**src/rtl/gate_hold_pkg.sv**
```systemverilog
package gate_hold_pkg;

  typedef enum logic {
    GH_CLOSED = 1'b0,
    GH_OPEN   = 1'b1
  } gh_state_e;

endpackage

```
**src/rtl/gate_hold_rst_sync.sv**
```systemverilog
module gate_hold_rst_sync #(
  parameter int unsigned STAGES = 2
) (
  input  logic clk,
  input  logic rst_n_async,
  output logic rst_n_sync
);

  logic [STAGES-1:0] sync_q;
  logic [STAGES-1:0] sync_d;

  always_comb begin
    sync_d = {sync_q[STAGES-2:0], 1'b1};
  end

  always_ff @(posedge clk or negedge rst_n_async) begin
    if (!rst_n_async) begin
      sync_q <= '0;
    end else begin
      sync_q <= sync_d;
    end
  end

  assign rst_n_sync = sync_q[STAGES-1];

endmodule

```
**src/rtl/gate_hold_counter.sv**
```systemverilog
module gate_hold_counter #(
  parameter int unsigned HOLD_CYCLES = 20,
  parameter int unsigned CNT_W       = 5
) (
  input  logic             clk,
  input  logic             rst_n,
  input  logic             clr,
  input  logic             en,
  output logic [CNT_W-1:0] cnt,
  output logic             last
);

  localparam logic [CNT_W-1:0] LAST_VAL = CNT_W'(HOLD_CYCLES - 1);

  logic [CNT_W-1:0] cnt_q;
  logic [CNT_W-1:0] cnt_d;

  // clear wins over increment; with neither, the value is frozen
  always_comb begin
    cnt_d = cnt_q;
    if (clr) begin
      cnt_d = '0;
    end else if (en) begin
      cnt_d = cnt_q + CNT_W'(1);
    end
  end

  always_ff @(posedge clk or negedge rst_n) begin
    if (!rst_n) begin
      cnt_q <= '0;
    end else begin
      cnt_q <= cnt_d;
    end
  end

  assign cnt  = cnt_q;
  assign last = (cnt_q == LAST_VAL);

endmodule

```
**src/rtl/gate_hold_fsm.sv**
```systemverilog
module gate_hold_fsm
  import gate_hold_pkg::*;
(
  input  logic      clk,
  input  logic      rst_n,
  input  logic      card_ok,
  input  logic      arm,
  input  logic      lane_busy,
  input  logic      cnt_last,
  output logic      cnt_clr,
  output logic      cnt_en,
  output gh_state_e state,
  output logic      timer_run
);

  gh_state_e state_q;
  gh_state_e state_d;

  // priority while open: new card, then arm low, then sensor freeze, then count
  always_comb begin
    state_d = state_q;
    cnt_clr = 1'b0;
    cnt_en  = 1'b0;
    case (state_q)
      GH_CLOSED: begin
        if (card_ok) begin
          state_d = GH_OPEN;
          cnt_clr = 1'b1;
        end
      end
      GH_OPEN: begin
        if (card_ok) begin
          cnt_clr = 1'b1;
        end else if (!arm) begin
          cnt_clr = 1'b1;
        end else if (!lane_busy) begin
          if (cnt_last) begin
            state_d = GH_CLOSED;
            cnt_clr = 1'b1;
          end else begin
            cnt_en = 1'b1;
          end
        end
      end
      default: begin
        state_d = GH_CLOSED;
        cnt_clr = 1'b1;
      end
    endcase
  end

  always_ff @(posedge clk or negedge rst_n) begin
    if (!rst_n) begin
      state_q <= GH_CLOSED;
    end else begin
      state_q <= state_d;
    end
  end

  assign state     = state_q;
  assign timer_run = (state_q == GH_OPEN) && !(arm && lane_busy);

endmodule

```
**src/rtl/gate_hold_timer.sv**
```systemverilog
module gate_hold_timer
  import gate_hold_pkg::*;
#(
  parameter int unsigned CLK_HZ      = 50_000_000,
  parameter int unsigned HOLD_SEC    = 10,
  parameter int unsigned HOLD_CYCLES = CLK_HZ * HOLD_SEC,
  parameter int unsigned RST_STAGES  = 2
) (
  input  logic clk,
  input  logic rst_n,
  input  logic card_ok,
  input  logic arm,
  input  logic lane_busy,
  output logic gate_open,
  output logic timer_run
);

  localparam int unsigned CNT_W = $clog2(HOLD_CYCLES);

  logic             rst_core_n;
  logic             cnt_clr;
  logic             cnt_en;
  logic             cnt_last;
  logic [CNT_W-1:0] hold_cnt;
  gh_state_e        state;

  gate_hold_rst_sync #(
    .STAGES(RST_STAGES)
  ) rst_sync_i (
    .clk        (clk),
    .rst_n_async(rst_n),
    .rst_n_sync (rst_core_n)
  );

  gate_hold_fsm fsm_i (
    .clk      (clk),
    .rst_n    (rst_core_n),
    .card_ok  (card_ok),
    .arm      (arm),
    .lane_busy(lane_busy),
    .cnt_last (cnt_last),
    .cnt_clr  (cnt_clr),
    .cnt_en   (cnt_en),
    .state    (state),
    .timer_run(timer_run)
  );

  gate_hold_counter #(
    .HOLD_CYCLES(HOLD_CYCLES),
    .CNT_W      (CNT_W)
  ) cnt_i (
    .clk  (clk),
    .rst_n(rst_core_n),
    .clr  (cnt_clr),
    .en   (cnt_en),
    .cnt  (hold_cnt),
    .last (cnt_last)
  );

  assign gate_open = (state == GH_OPEN);

endmodule

```
**config.mk**
```make
export PLATFORM = sky130hd
export DESIGN_NAME = gate_hold_timer
export DESIGN_NICKNAME = d
export VERILOG_FILES = /design/src/rtl/gate_hold_pkg.sv /design/src/rtl/gate_hold_rst_sync.sv /design/src/rtl/gate_hold_counter.sv /design/src/rtl/gate_hold_fsm.sv /design/src/rtl/gate_hold_timer.sv
export SDC_FILE = /design/constraint.sdc
export NUM_CORES = 1
export LEC_CHECK = 0
export ABC_AREA = 1
export BUFFER_PORTS_ARGS = -buffer_cell sky130_fd_sc_hd__buf_2
export CAP_MARGIN = 20
export CORE_ASPECT_RATIO = 1.75
export CORE_MARGIN = 5
export CORE_UTILIZATION = 50
export CTS_BUF_LIST = sky130_fd_sc_hd__clkbuf_8
export DETAILED_ROUTE_END_ITERATION = 10
export GPL_ROUTABILITY_DRIVEN = 0
export GPL_TIMING_DRIVEN = 0
export PLACE_DENSITY = 0.66
export SYNTH_ARGS = -nofsm -noshare
export SYNTH_HDL_FRONTEND = slang
export SYNTH_SLANG_ARGS = --single-unit
```
**constraint.sdc**
```tcl
create_clock -name clk -period 1.1 [get_ports clk]
set_input_delay 0.055 -clock clk [delete_from_list [all_inputs] [get_ports clk]]
set_output_delay 0.055 -clock clk [all_outputs]
set_load 0.05 [all_outputs]
```
Yosys cells after proc, flatten, opt, wreduce, memory -nomap -nowiden
Cells that the tools add are included.
{"block": "word_totals", "in_bits": 5, "word_cells": 27, "ff_bits": 32, "output_inout_bits": 2}
{"block": "op_classes", "reduce_logical": 4, "mux": 17, "eq_ne": 1, "n_bitwise": 1, "add_sub_neg": 1}
{"operator": "$mux W29", "n": 2}
{"operator": "$add A29 B1 Y29 const B", "n": 1}
{"operator": "$eq A29 B29 Y1 const B", "n": 1}
{"operator": "$mux W1", "n": 13}
{"operator": "$pmux W1 S2", "n": 2}
{"operator": "$logic_and A1 B1 Y1", "n": 2}
{"operator": "$reduce_bool A2 Y1", "n": 1}
{"operator": "$logic_not A1 Y1", "n": 1}
{"operator": "$not A1 Y1", "n": 1}

Depth between registers and ports, before layout
Gate-level depths: netlist of run 1.
{"block": "logic_depth", "word_depth": 8, "depth_mapped": 12, "mapped_depth_nobuf": 12}

Cells and area by module
Synthesis of run 1 repeated with hierarchy kept, for this count alone.
{"block": "unflattened", "cells_unflattened": 287, "hier_area_um2": 1909.3}
{"module": "gate_hold_counter", "cells_per_inst": 270, "area_per_inst_um2": 1775.5, "instances": 1}
{"module": "gate_hold_fsm", "cells_per_inst": 14, "area_per_inst_um2": 80.1, "instances": 1}
{"module": "gate_hold_rst_sync", "cells_per_inst": 3, "area_per_inst_um2": 53.8, "instances": 1}

Worst setup path after synthesis of run 1
No wires, ideal clock.
{"block": "synth_path", "path_kind": "flip-flop to flip-flop", "start": "register cnt_i.cnt_q[0] (netlist: cnt_i.cnt[0])", "end": "register cnt_i.cnt_q[2] (netlist: cnt_i.cnt[2])", "t_required_ps": 982, "t_arrival_ps": 1559, "path_stages_with_launch": 13, "setup_slack_ps": -577, "cell_sequence": "dfrtp_1 ha_1 inv_1 nor2_4 nand2_4 nor2_1 nand3_1 nand2_1 nand2_1 buf_6 buf_6 nand3_1 nand2_1"}
{"block": "synth_between", "elab_chain_cells": 7, "word_cells_on_any_way": 15}
{"item": "start: declaration", "line": "gate_hold_counter.sv:15", "text": "logic [CNT_W-1:0] cnt_q;"}
{"item": "start signal: assignment", "line": "gate_hold_counter.sv:32", "text": "cnt_q <= cnt_d;"}
{"item": "parallel branches: the longest is 7 deep, another holds $add A29 B1 Y29"}
Several ways; the timed one is not identified. The select of a mux whose other input is x is not followed.
A chain may end at the register's enable or synchronous reset.

Worst setup path after layout of run 1
{"block": "layout_path", "start": "register cnt_i.cnt_q[20] (netlist: cnt_i.cnt[20])", "end": "register cnt_i.cnt_q[2] (netlist: cnt_i.cnt[2])"}
{"block": "layout_between", "elab_chain_cells": 7, "word_cells_on_any_way": 13}
{"item": "$eq A29 B29 Y1 *", "line": "gate_hold_counter.sv:37", "text": "assign last = (cnt_q == LAST_VAL);"}
{"item": "$mux W1", "line": "gate_hold_fsm.sv:37", "text": "if (cnt_last) begin"}
{"item": "$mux W1", "line": "gate_hold_fsm.sv:36", "text": "end else if (!lane_busy) begin"}
{"item": "$mux W1", "line": "gate_hold_fsm.sv:34", "text": "end else if (!arm) begin"}
{"item": "$mux W1", "line": "gate_hold_fsm.sv:32", "text": "if (card_ok) begin"}
{"item": "$pmux W1 S2 / $mux W1 (equally long branches)", "line": "gate_hold_fsm.sv:24", "text": "case (state_q)"}
{"item": "$mux W29 / $reduce_bool A2 Y1 (equally long branches)"}
Every way passes the cells marked *; elsewhere a longest branch is shown, timed or not.

==> results.py, run 1 <==
metrics = {
    "power": {
        "leakagePower_uw": 0.00156,
        "max-vdd-ir-drop_mv": 0.673,
        "power_density_mw_per_mm2": 851,
    },
    "routing": {
        "drc": 0,
        "vias": 2556,
        "routed_wl_um": 7190,
        "avgViaCountPerCell": 5.29,
        "drtIter0Drc": 143,
        "firstDrtPassIters": 5,
        "wl_per_cell_um": 14.9,
        "drtAntennaViolNets": 0,
    },
    "layout": {
        "n_antenna_cell": 0,
        "layoutNonFillerInstCount": 483,
        "nNetsFinal": 436,
        "stdcell_area_sq_mm": 0.00311,
        "drive_gt1_frac": 0.234,
        "area_delta_synth_final_pct": 30.1,
    },
    "synth": {
        "synthTopCellsByCount": "126 x nand2_1, 71 x nor2_1, 61 x nand3_1",
        "synth_fa_ha_area_frac": 0.00523,
        "synth_compound_area_frac": 0.00837,
        "synth-simple-area-share": 0.499,
        "synth_cell_types": 23,
        "synthCells": 385,
        "synth_top_area_share": 0.335,
        "yosys.area.top_type": "dfrtp_1",
        "synth_area_sq_mm": 0.00239,
        "yosys-top-cells-area": "dfrtp_1 33%, nand2_1 20%, nand3_1 13%",
        "syn-num-nets": 391,
        "synth.most_common_cell": "nand2_1",
        "yosys_warnings": 0,
        "synth_edf_count": 0,
        "async_flop_share": 1.00,
        "synth_top_family_by_area": "simple AND/OR/NAND/NOR gates",
        "synth-seq-cells": 32,
        "seq_area_frac_synth": 0.335,
        "muxShareOfSynthArea": 0,
        "ys.flop_type": "dfrtp_1",
        "syn_area_per_cell_sq_um": 6.21,
        "synth_xor_area_frac": 0.0329,
    },
    "clocking": {
        "clkTransAtPathRegs_ns": 0.07,
        "cts-root-buf": "clkbuf_8",
        "cts.path.max_buffers": 2,
        "htree_levels": 2,
        "clkLatencyLatePin_ns": 0.29,
        "clock_sinks": 32,
        "cts_tree": "built",
        "cts_made_buffers": 5,
    },
    "grt": {
        "grt_use_met1": 0.243,
        "first_global_vias": 2466,
        "busiest_layer": "met2",
        "use_met2": 0.427,
        "grt_pass1_wl_um": 11600,
        "grt_antenna_before_repair": 0,
        "grt_max_degree": 18,
        "grt_usage": 0.230,
        "use_met3": 0.0355,
        "grt-ovfl-total": 0,
    },
    "floorplan": {
        "rows": 33,
        "initial_core_util": 0.513,
        "top_level_ports": 7,
        "fp.dieW_um": 62.3,
        "fp.dieArea_sq_mm": 0.00632,
        "dieHeight_um": 102,
        "core_area_sq_mm": 0.00467,
    },
    "job": {
        "maxCapViolCount": 0,
    },
    "placement": {
        "placedCellCount": 444,
        "dp_hpwl_um": 4930,
        "dpl_cell_area_sq_mm": 0.00256,
        "portBuffers": 6,
    },
    "critical_path": {
        "criticalPathCategory": "register to register",
        "cp_num_buf_inv": 3,
        "critPathLaunchType": "register",
        "path_delay_family": "simple AND/OR/NAND/NOR gates",
        "worstPathRequired_ns": 1.28,
        "crit_chain": "inv_1, nand2_1, nor2_1, nand2_1, nor2_1, nand3_2, nand2_2, nand2_2, buf_8, buf_8, nand3_1, nand2_1",
        "crit_path_top_delay_cell": "dfrtp_1",
        "path_common_cell": "nand2_1",
        "end_kind": "register",
        "worstPathMaxFanout": 10,
        "crit_arrival_ns": 1.86,
        "max_stage_delay_ns": 0.44,
    },
    "outcome": {
        "violations": "negative setup slack",
        "status": "finished, violations left",
    },
    "timing": {
        "hold_viol_final": 0,
        "setup_viol": 30,
        "report.final.slew_viol_count": 0,
        "fmax_ghz": 0.594,
        "fin_worst_skew_ns": 0.00152,
        "setup_tns_ns": -16.59,
        "post-route-period-util": 1.53,
        "setup_ws_ns": -0.583,
        "worst_pin_slew_ns": 0.666,
        "max_slew_margin": 0.556,
        "rsz0062_at_grt": "true",
        "period_needed_ns": 1.68,
    },
    "min_path": {
        "hp-class": "input pin to async pin",
    },
}
## path summary, 6_finish.rpt
path / slack [ns] / from / cells past startpoint / endpoint
setup / recovery: -0.58 / cnt_i.cnt[20] / 12 / cnt_i.cnt[2]
hold / removal: 0.08 / rst_n / 2 / rst_sync_i.sync_q[0]
setup reg to reg: -0.58 / cnt_i.cnt[20] / 12 / cnt_i.cnt[2]
hold reg to reg: 0.28 / rst_sync_i.sync_q[1] / 0 / cnt_i.cnt[2]
max in group asynchronous: 0.30 / rst_sync_i.sync_q[1] / 1 / fsm_i.state
min in group clk: 0.09 / card_ok / 5 / fsm_i.state
## layout make-up
cell class | instances | area, sq um
Fill cell | 436 | 1550
Multi-Input combinational cell | 291 | 1490
Sequential cell | 32 | 807
Timing Repair Buffer | 38 | 314
Inverter | 54 | 209
Buffer | 8 | 101
Clock buffer | 7 | 96.3
Tap cell | 52 | 65.1
Clock inverter | 1 | 30.0
## report_power, final
group,internal (uW),switching [uW]
clock,799,457
sequential,1180,12.8
combinational,81.2,118
## cells by family (layout without fill, tap and decap cells)
logic type / count (synthesis) / in the layout
buffers and inverters: 62 / 108
other: 1 / 1
and+or+nand+nor: 276 / 276
adders and majority gates: 1 / 1
AOI/OAI and AO/OA: 4 / 4
xor gates and xnor gates: 9 / 9
DFF: 32 / 32
## sequential cells by signal (all words and copies together), names as in the netlist
name               count
cnt_i.cnt             29
fsm_i.state            1
rst_sync_i.sync_q      2
## stage by stage
stage / utilization / hold WS [ns] / worst slack (ns) / power, uW
CTS: 0.627 / 0.0734 / -0.563 / 2650
finish: 0.667 / 0.0834 / -0.583 / 2650
global route: 0.667 / 0.0852 / -0.673 / 2740
detailed placement: 0.548 / -0.159 / -0.781 / 1370
floorplan: - / -0.241 / -0.475 / 1310
global placement: 0.543 / -0.162 / -0.762 / 1360
## placed cells by master, fill, tap and decap left out, drive strengths merged
| cell | synthesis | final |
|---|---|---|
| conb | 1 | 1 |
| ha | 1 | 1 |
| inv | 53 | 53 |
| nor3 | 1 | 1 |
| bufinv | 0 | 1 |
| dfrtp | 32 | 32 |
| nand3 | 62 | 62 |
| dlygate4sd3 | 0 | 1 |
| nor2 | 76 | 76 |
| nand2 | 130 | 130 |
| buf | 7 | 44 |
| clkinv | 1 | 1 |
| nand4 | 2 | 2 |
| clkbuf | 1 | 8 |
| a21oi | 4 | 4 |
| nand3b | 5 | 5 |
| xor2 | 9 | 9 |
## timing repair
action / in CTS / in global routing
gates resized for setup: 22 / 31
hold buffers: 1 / 0
setup endpoints to repair: 31 / 31
endpoints found under the hold margin: 2 / 0
pin swaps: 5 / 9
buffers inserted: 20 / 10
## routing by layer
metal	vias up	wire length (um)
met2	66	3800
li1	1269	-
met3	33	301
met4	0	387
met5	-	0
met1	1188	2700
No activity file was read; power rests on OpenSTA's default activity.
==> inputs of run 2 (changes only) <==
--- a/config.mk
+++ b/config.mk
@@ -15,7 +15,8 @@
 export DETAILED_ROUTE_END_ITERATION = 10
 export GPL_ROUTABILITY_DRIVEN = 0
 export GPL_TIMING_DRIVEN = 0
-export PLACE_DENSITY = 0.66
+export PLACE_DENSITY = 0.67
 export SYNTH_ARGS = -nofsm -noshare
 export SYNTH_HDL_FRONTEND = slang
+export SYNTH_HIERARCHICAL = 1
 export SYNTH_SLANG_ARGS = --single-unit
==> results.py, run 2 <==
metrics = {
    "timing": {
        "rsz0062_at_grt": "true",
        "fin_worst_skew_ns": 0.00582,
        "hold_viol_final": 0,
        "setup_ws_ns": -1.04,
        "period_needed_ns": 2.14,
        "max_slew_margin": 0.631,
        "post-route-period-util": 1.95,
        "hold_ws_ns": 0.0197,
        "fmax_ghz": 0.467,
        "setup_viol": 31,
        "report.final.slew_viol_count": 0,
        "worst_pin_slew_ns": 0.553,
    },
    "synth": {
        "synth_cell_types": 19,
        "syn_area_per_cell_sq_um": 6.65,
        "yosys.area.top_type": "dfrtp_1",
        "seq_area_frac_synth": 0.419,
        "synth.most_common_cell": "nand2_1",
        "synth_top_area_share": 0.419,
        "yosys-top-cells-area": "dfrtp_1 42%, nand2_1 18%, nor2_1 13%",
        "yosys_warnings": 6,
        "ys.flop_type": "dfrtp_1",
        "synth_area_sq_mm": 0.00191,
        "synth-seq-cells": 32,
        "synth_edf_count": 0,
        "async_flop_share": 1.00,
        "syn-num-nets": 293,
        "synthTopCellsByCount": "93 x nand2_1, 65 x nor2_1, 34 x inv_1",
        "synthCells": 287,
    },
    "routing": {
        "drc": 0,
        "drtIter0Drc": 59,
        "routed_wl_um": 5310,
        "drtAntennaViolNets": 0,
        "wl_per_cell_um": 14.0,
        "vias": 1951,
        "avgViaCountPerCell": 5.15,
        "firstDrtPassIters": 4,
    },
    "layout": {
        "final_util": 0.723,
        "layoutNonFillerInstCount": 379,
        "nNetsFinal": 338,
        "stdcell_area_sq_mm": 0.00265,
        "final_cell_mix": "78 x nand2_1, 58 x nor2_1, 31 x dfrtp_1",
        "area_delta_synth_final_pct": 38.8,
        "n_antenna_cell": 0,
        "largest_reg_flops": 29,
        "final_common_cell": "nand2_1",
        "drive_gt1_frac": 0.303,
    },
    "critical_path": {
        "criticalPathCategory": "register to register",
        "crit_end": "cnt_i/cnt[22]",
        "r2r_slack_ns": -1.04,
        "end_kind": "register",
        "cp-startpoint": "cnt_i/cnt[0]",
        "reg2reg_from": "cnt_i/cnt[0]",
        "r2r-end": "cnt_i/cnt[22]",
        "worstPathRequired_ns": 1.28,
        "worstPathMaxFanout": 4,
        "crit_arrival_ns": 2.32,
        "r2r_cells": 18,
        "critPathLaunchType": "register",
    },
    "placement": {
        "dp_hpwl_um": 3490,
        "dpl_cell_area_sq_mm": 0.00207,
        "placedCellCount": 340,
        "place_ws_ns": -1.37,
        "portBuffers": 6,
    },
    "floorplan": {
        "rows": 29,
        "top_level_ports": 7,
        "dieHeight_um": 91.7,
        "core_area_sq_mm": 0.00366,
        "fp.dieArea_sq_mm": 0.00520,
        "initial_core_util": 0.521,
        "fp.dieW_um": 56.7,
    },
    "grt": {
        "grt_antenna_before_repair": 0,
        "grt_usage": 0.217,
        "grt_pass1_wl_um": 8760,
        "grt-ovfl-total": 0,
        "first_global_vias": 2008,
        "grt_max_degree": 21,
    },
    "clocking": {
        "cts_made_buffers": 5,
        "cts_tree": "built",
        "cts.path.max_buffers": 2,
        "htree_levels": 2,
        "cts-root-buf": "clkbuf_8",
        "clkTransAtPathRegs_ns": 0.07,
        "clkLatencyLatePin_ns": 0.29,
        "clock_sinks": 32,
    },
    "power": {
        "leakagePower_uw": 0.00123,
        "max-vdd-ir-drop_mv": 0.871,
        "power_density_mw_per_mm2": 956,
    },
    "job": {
        "maxCapViolCount": 0,
    },
    "min_path": {
        "hp-class": "input pin to register",
    },
    "outcome": {
        "violations": "negative setup slack",
        "status": "finished, violations left",
    },
}
==> run 2: cell count changes in the layout (fill, tap and decap cells not counted), moves of 8 or more <==
cell and delta:
a21oi_1 +8, xor2_1 -9, inv_1 -21, nand2_1 -43
nand3_2 -8, nand3_1 -43
==> run 2: critical path, stage by stage (launching register included) <==
cell and delay, ns:
dfrtp_1 0.40, ha_4 0.17, nand3_4 0.07, inv_2 0.08, nand2_4 0.05, inv_2 0.06
nand2_2 0.06, nor2_4 0.13, inv_2 0.05, nand2_4 0.09, nand3_4 0.07, nand2_4 0.08
nor2_4 0.07, nor2_4 0.18, nand2_2 0.12, nor2_4 0.17, nand3_2 0.07, nand2_1 0.07
nor2_1 0.03
==> run 2: kinds of logic after synthesis <==
group | share of synthesized area
AND/OR/NAND/NOR | 0.446
AO/OA/AOI/OAI | 0.0498
flip-flops | 0.419
other | 0.00196
XOR/XNOR | 0.00459
buffers and inverters | 0.0721
adder cells (fa/ha/maj) | 0.00655
==> run 2: area by class of cell <==
class / count / area, sq um
Clock inverter: 3 / 38.8
Tap cell: 46 / 57.6
Multi-Input combinational cell: 219 / 1160
Timing Repair Buffer: 38 / 365
Buffer: 2 / 26.3
Inverter: 34 / 134
Fill cell: 290 / 1010
Sequential cell: 32 / 802
Clock buffer: 5 / 68.8
==> run 2: worst min-delay path by stage <==
stage	from	to	depth (start not counted)
CTS	card_ok	fsm_i/state	3
floorplan	rst_n	rst_sync_i/sync_q[0]	0
detailed placement	rst_n	rst_sync_i/sync_q[0]	1
global route	card_ok	fsm_i/state	3
finish	card_ok	fsm_i/state	3
global placement	rst_n	rst_sync_i/sync_q[1]	1
==> run 2: layer usage <==
layer	share of wire	GRT usage
met4	0.043	0.150
met5	0	0
met2	0.58	0.406
met3	0.026	0.0379
met1	0.35	0.205
==> run 2: through the flow <==
step	setup TNS (ns)	power, uW
2_1_floorplan	-24.40	1290
5_1_grt	-33.04	2610
4_1_cts	-27.22	2520
6_report	-28.90	2530
3_5_place_dp	-35.52	1340
3_3_place_gp	-42.93	1320
==> run 2: repair_timing <==
item | CTS | global route
endpoints found under the hold margin | 2 | 0
setup buffers | 21 | 7
resized for setup | 47 | 16
endpoints found under the setup margin | 31 | 32
hold buffers | 1 | 0
cloned | 1 | 1
pin swaps | 16 | 10
==> run 2: report_power, final <==
| part | leakage (uW) | total (uW) | switching [uW] | internal (uW) |
|---|---|---|---|---|
| Combinational | 0.000736 | 221 | 113 | 108 |
| Sequential | 0.000437 | 1190 | 11.3 | 1180 |
| Clock | 0.0000593 | 1120 | 458 | 663 |
